$ cat config.mk
export PLATFORM = sky130hd
export DESIGN_NAME = hbi_interlock
export DESIGN_NICKNAME = d
export VERILOG_FILES = /design/src/rtl/hbi_pkg.sv /design/src/rtl/hbi_holdoff_timer.sv /design/src/rtl/hbi_leg_ctrl.sv /design/src/rtl/hbi_interlock.sv
export SDC_FILE = /design/constraint.sdc
export NUM_CORES = 1
export LEC_CHECK = 0
export ABC_AREA = 1
export BUFFER_PORTS_ARGS = -buffer_cell sky130_fd_sc_hd__buf_2
export CAP_MARGIN = 20
export CORE_UTILIZATION = 59
export DETAILED_ROUTE_END_ITERATION = 10
export MAX_ROUTING_LAYER = met4
export PLACE_DENSITY = 0.8
export SYNTH_ARGS = -nofsm -noshare
export SYNTH_HDL_FRONTEND = slang
export SYNTH_SLANG_ARGS = --single-unit
$ cat constraint.sdc
create_clock -name clk -period 5.1 [get_ports clk]
set_input_delay 0.51 -clock clk [delete_from_list [all_inputs] [get_ports clk]]
set_output_delay 0.51 -clock clk [all_outputs]
set_load 0.05 [all_outputs]
$ cat src/rtl/hbi_pkg.sv
package hbi_pkg;

    typedef enum logic [2:0] {
        LEG_IDLE    = 3'd0,
        LEG_HI      = 3'd1,
        LEG_LO      = 3'd2,
        LEG_COOL_HI = 3'd3,
        LEG_COOL_LO = 3'd4
    } leg_state_e;

    typedef enum logic [1:0] {
        REQ_NONE = 2'd0,
        REQ_HI   = 2'd1,
        REQ_LO   = 2'd2,
        REQ_BAD  = 2'd3
    } leg_req_e;

    typedef struct packed {
        logic hi;
        logic lo;
    } leg_cmd_t;

    function automatic leg_req_e decode_req(leg_cmd_t c);
        leg_req_e r;
        case ({c.hi, c.lo})
            2'b10:   r = REQ_HI;
            2'b01:   r = REQ_LO;
            2'b11:   r = REQ_BAD;
            default: r = REQ_NONE;
        endcase
        return r;
    endfunction

    function automatic logic is_cooling(leg_state_e s);
        return (s == LEG_COOL_HI) || (s == LEG_COOL_LO);
    endfunction

endpackage

$ cat src/rtl/hbi_holdoff_timer.sv
module hbi_holdoff_timer #(
    parameter int CNT_W = 16
) (
    input  logic             clk,
    input  logic             rst,
    input  logic             hold_clr,
    input  logic             tick,
    input  logic [CNT_W-1:0] limit,
    output logic             expired
);
    localparam logic [CNT_W-1:0] CNT_MAX = {CNT_W{1'b1}};

    logic [CNT_W-1:0] cnt_q;

    always_ff @(posedge clk) begin
        if (rst || hold_clr) begin
            cnt_q <= '0;
        end else if (tick && (cnt_q != CNT_MAX)) begin
            cnt_q <= cnt_q + 1'b1;
        end
    end

    // count + 1 reaches the limit: this edge completes max(limit,1) cycles
    assign expired = ({1'b0, cnt_q} + 1'b1) >= {1'b0, limit};

endmodule

$ cat src/rtl/hbi_leg_ctrl.sv
module hbi_leg_ctrl
    import hbi_pkg::*;
#(
    parameter int CNT_W = 16
) (
    input  logic             clk,
    input  logic             rst,
    input  logic             blocked,
    input  leg_cmd_t         cmd,
    input  logic [CNT_W-1:0] limit,
    output logic             gate_hi,
    output logic             gate_lo,
    output logic             busy
);
    leg_state_e state_q, state_d;
    leg_req_e   req;
    logic       cooling;
    logic       expired;

    assign req     = decode_req(cmd);
    assign cooling = is_cooling(state_q);

    hbi_holdoff_timer #(.CNT_W(CNT_W)) u_timer (
        .clk      (clk),
        .rst      (rst),
        .hold_clr (!cooling || blocked),
        .tick     (cooling && !blocked),
        .limit    (limit),
        .expired  (expired)
    );

    always_comb begin
        state_d = state_q;
        unique case (state_q)
            LEG_IDLE: begin
                if (!blocked) begin
                    if (req == REQ_HI)      state_d = LEG_HI;
                    else if (req == REQ_LO) state_d = LEG_LO;
                end
            end
            LEG_HI: begin
                if (blocked || req != REQ_HI) state_d = LEG_COOL_HI;
            end
            LEG_LO: begin
                if (blocked || req != REQ_LO) state_d = LEG_COOL_LO;
            end
            LEG_COOL_HI: begin
                if (!blocked) begin
                    if (req == REQ_HI)      state_d = LEG_HI;
                    else if (expired)       state_d = (req == REQ_LO) ? LEG_LO : LEG_IDLE;
                end
            end
            LEG_COOL_LO: begin
                if (!blocked) begin
                    if (req == REQ_LO)      state_d = LEG_LO;
                    else if (expired)       state_d = (req == REQ_HI) ? LEG_HI : LEG_IDLE;
                end
            end
            default: state_d = LEG_IDLE;
        endcase
    end

    always_ff @(posedge clk) begin
        if (rst) state_q <= LEG_IDLE;
        else     state_q <= state_d;
    end

    assign gate_hi = (state_q == LEG_HI) && !blocked;
    assign gate_lo = (state_q == LEG_LO) && !blocked;
    assign busy    = cooling;

endmodule

$ cat src/rtl/hbi_interlock.sv
module hbi_interlock
    import hbi_pkg::*;
#(
    parameter int N_LEGS = 2,
    parameter int CNT_W  = 16
) (
    input  logic              clk,
    input  logic              rst,
    input  logic              en,
    input  logic [N_LEGS-1:0] force_off,
    input  logic [N_LEGS-1:0] cmd_hi,
    input  logic [N_LEGS-1:0] cmd_lo,
    input  logic [CNT_W-1:0]  holdoff_cycles,
    output logic [N_LEGS-1:0] gate_hi,
    output logic [N_LEGS-1:0] gate_lo,
    output logic [N_LEGS-1:0] busy
);
    for (genvar g = 0; g < N_LEGS; g++) begin : g_leg
        leg_cmd_t leg_cmd;
        assign leg_cmd.hi = cmd_hi[g];
        assign leg_cmd.lo = cmd_lo[g];

        hbi_leg_ctrl #(.CNT_W(CNT_W)) u_leg (
            .clk     (clk),
            .rst     (rst),
            .blocked (force_off[g] || !en),
            .cmd     (leg_cmd),
            .limit   (holdoff_cycles),
            .gate_hi (gate_hi[g]),
            .gate_lo (gate_lo[g]),
            .busy    (busy[g])
        );
    end

endmodule

==> flow_metrics.env <==
export IMPL_synth_xor_area_share_pct=7.52
export IMPL_antenna_found_initial=0
export IMPL_min_path_type="input port to flip-flop"
export IMPL_fp_dieH_microns=73.7
export IMPL_start_util_pct=62.9
export IMPL_fmax_mhz=336
export IMPL_endpoint="g_leg[1].u_leg.state_q[1]"
export IMPL_first_pass_iters=4
export IMPL_crit_chain="ha_1 > nand3_2 > nor3_4 > nand4_2 > or2_0 > xor2_1 > inv_1 > ha_1 > nand2_1 > nor2_1 > nand4_1 > nand3_1 > nor2_1 > nand2_2 > nand2_1 > nand2_1 > a21oi_1"
export IMPL_final_min_clock_period_ns=2.98
export IMPL_syn_num_nets=489
export IMPL_max_slew_margin_pct=70.9
export IMPL_holdWs_ns=0.447
export IMPL_critPathArrivalTime_ns=3.17
export IMPL_core_area_sq_mm=0.00482
export IMPL_cts_hold_buffers=0
export IMPL_syn2layout_area_growth_pct=8.59
export IMPL_post_cts_buffers=0
export IMPL_dp_slack_ns=2.16
export IMPL_power_switching_uw=420
export IMPL_setup_ws_ns=2.12
export IMPL_grt_start_max_net_pins=14
export IMPL_seqPwrFrac_pct=37.5
export IMPL_fin_tns_setup_ns=0
export IMPL_critPathBufInv=1
export IMPL_num_antenna_cells=0
export IMPL_crit_fanout=5
export IMPL_drc=0
export IMPL_final_setup_skew_ns=0.00474
export IMPL_pwr_share_clk_pct=21.7
export IMPL_grt_pass1_vias=2431
export IMPL_cts_max_path_buffers=2
export IMPL_p_int_uw=585
export IMPL_synthTopCellsByCount="inv_1, nand2_1, nor2_1"
export IMPL_r2r_start="g_leg[1].u_leg.u_timer.cnt_q[0]"
export IMPL_synth_compound_area_share_pct=11.9
export IMPL_grt_first_pass_wirelength_microns=10400
export IMPL_grt_setup_unrepaired="false"
export IMPL_globalRouteTotalUtil_pct=25.6
export IMPL_synth_adder_area_share_pct=14.0
export IMPL_powerDensity_mw_per_mm2=305
export IMPL_synth_top_cell_area_share_pct=25.1
export IMPL_pwr_share_comb_pct=40.7
export IMPL_drt_iter0_drc=92
export IMPL_dp_cells=517
export IMPL_use_met2_pct=43.2
export IMPL_cap_violations=0
export IMPL_path_common_cell="nand2_1"
export IMPL_ys_flop_type="dfxtp_1"
export IMPL_synthArstFlopShare_pct=0
export IMPL_stdcell_count=525
export IMPL_synthSimpleGateAreaFrac_pct=28.8
export IMPL_clkSinkCount=38
export IMPL_cpPeakStageDelay_ns=0.43
export IMPL_status="complete, no violations"
export IMPL_ys_seq_area_share_pct=25.1
export IMPL_syn_inst=430
export IMPL_end_kind="flip-flop"
export IMPL_synth_most_common_cell="inv_1"
export IMPL_ys_ff_latch=38
export IMPL_insertion_delay_ns=0.29
export IMPL_synth_top_family_by_area="simple AND/OR/NAND/NOR gates"
export IMPL_synth_mux_area_share_pct=0
export IMPL_die_w_microns=73.7
export IMPL_die_area_sq_mm=0.00543
export IMPL_portBuffers=30
export IMPL_synthTopCellsByArea="dfxtp_1, ha_1, inv_1"
export IMPL_critPathTopFamily="simple AND/OR/NAND/NOR gates"
export IMPL_cp_startpoint="g_leg[1].u_leg.u_timer.cnt_q[0]"
export IMPL_yosysTopAreaCell="dfxtp_1"
export IMPL_gr_max_usage_layer="met2"
export IMPL_final_util_pct=68.3
export IMPL_r2r_end="g_leg[1].u_leg.state_q[1]"
export IMPL_synth_cell_type_count=38
export IMPL_clock_root_buffer="clkbuf_8"
export IMPL_routed_wl_microns=6120
export IMPL_pin_count=31
export IMPL_worstMarginPinSlew_ns=0.436
export IMPL_cts_tree="yes"
export IMPL_cts_resized=0
export IMPL_cts_clk_slew_worst_paths_ns=0.08
export IMPL_drtAntennaViolNets=0
export IMPL_met3_usage_pct=3.98
export IMPL_slew_violations=0
export IMPL_critPathKind="flip-flop to flip-flop"
export IMPL_htreeDepth=2
export IMPL_row_count=25
export IMPL_timing_final_crit_share_pct=58.4
export IMPL_start_kind="flip-flop"
export IMPL_synth_edf_count=0
export IMPL_cp_required_ns=5.29
export IMPL_p_sw_share_pct=41.8
export IMPL_vias=2703
export IMPL_n_fill_cell=438
export IMPL_drive_above_1_share_pct=15.5
export IMPL_p_leak_nw=1.82
export IMPL_yosys_warnings=0
export IMPL_wl_per_cell_microns=11.7
export IMPL_via_per_inst=5.15
export IMPL_finalHoldViolations=0
export IMPL_cts_buffers=5
export IMPL_critical_path_slowest_cell="dfxtp_1"
export IMPL_ir_worst_vdd_v=0.000171
export IMPL_r2r_cells=17
export IMPL_reg2reg_slack_ns=2.12
export IMPL_gp_congestion=0.897
export IMPL_setup_viol=0
export IMPL_grt_overflow_total=0
export IMPL_use_met1_pct=31.5
export IMPL_cp_depth=17
export IMPL_dp_hpwl_microns=5050
export IMPL_final_nets=516
export IMPL_synth_avg_cell_area_sq_um=7.04
export IMPL_netlist_area_sq_mm=0.00303
[layer usage]
metal  share of wire (%)  up-vias  wire [microns]
met1                  48     1220            2930
met4                0.90        0              55
met5                   0        -               0
li1                    -     1425               -
met2                  48       51            2910
met3                 3.5        7             216
[state kept, by name (all words and copies together), names as in the netlist]
| name | count |
|---|---|
| g_leg.u_leg.state_q | 6 |
| g_leg.u_leg.u_timer.cnt_q | 32 |
[final cells by class]
type / instances / area [sq um] / share of cell area [%]
clock buffer: 6 / 82.6 / 2.51
clock inverter: 2 / 12.5 / 0.380
inverter: 83 / 314 / 9.55
multi-input combinational: 299 / 1890 / 57.3
sequential: 38 / 761 / 23.1
tap: 67 / 83.8 / 2.55
timing repair buffer: 30 / 150 / 4.56
[cells by family (layout without fill, tap and decap cells)]
family / count (synthesis) / count (layout)
compound gates: 62 / 62
xor+xnor: 26 / 26
fa+ha+maj: 34 / 34
buf+inv: 93 / 121
flops: 38 / 38
simple gates: 177 / 177
[worst register-to-register path, cell delays in order (launching register included)]
cell,delay [ns]
dfxtp_1,0.43
ha_1,0.24
nand3_2,0.14
nor3_4,0.21
nand4_2,0.18
or2_0,0.26
xor2_1,0.22
inv_1,0.07
ha_1,0.29
nand2_1,0.06
nor2_1,0.15
nand4_1,0.15
nand3_1,0.10
nor2_1,0.05
nand2_2,0.09
nand2_1,0.09
nand2_1,0.08
a21oi_1,0.05
[how the worst min path moves through the flow]
| stage | from | end | slack [ns] | cells after the start |
|---|---|---|---|---|
| 3_5_place_dp | g_leg[0].u_leg.u_timer.cnt_q[1] | g_leg[0].u_leg.u_timer.cnt_q[1] | 0.49 | 2 |
| 2_1_floorplan | g_leg[0].u_leg.u_timer.cnt_q[1] | g_leg[0].u_leg.u_timer.cnt_q[1] | 0.47 | 2 |
| 3_3_place_gp | g_leg[0].u_leg.u_timer.cnt_q[1] | g_leg[0].u_leg.u_timer.cnt_q[1] | 0.49 | 2 |
| 5_1_grt | rst | g_leg[1].u_leg.state_q[1] | 0.45 | 2 |
| 6_report | rst | g_leg[1].u_leg.state_q[1] | 0.45 | 2 |
| 4_1_cts | rst | g_leg[1].u_leg.state_q[1] | 0.45 | 2 |
[cell usage in the layout (no fill, tap or decap), types with 2 or more instances in the layout]
cell      instances
clkbuf_8          6
a211oi_1          2
or2_0             3
ha_1             34
xor2_1           20
a221oi_2          2
o21a_1            2
inv_1            76
nand2_1          63
nor2_4            3
o21ai_0          17
nand3_1          26
buf_2            30
nor3_4            2
a21o_1            2
xnor2_1           6
nor3_2            2
nor2_1           51
nor2_2            7
nor3_1            5
a21oi_1          33
dfxtp_1          38
nand2_2           3
inv_2             6
nand4_1           5
nand3_2           2
[through the flow]
step | total power, mW | area (sq um)
after global routing | 1.08 | 3290
after CTS | 1.01 | 3290
after floorplan | 0.721 | 3030
after global placement | 0.780 | 3190
final | 1.00 | 3290
after detailed placement | 0.789 | 3190
[power groups by stage]
stage	logic [mW]	clock network (mW)	registers [mW]
finish	0.409	0.218	0.377
CTS	0.408	0.223	0.377
global route	0.463	0.233	0.383
global placement	0.398	0	0.382
floorplan	0.348	0	0.374
detailed placement	0.406	0	0.383
Note: power is estimated with default switching activity, not from simulation.
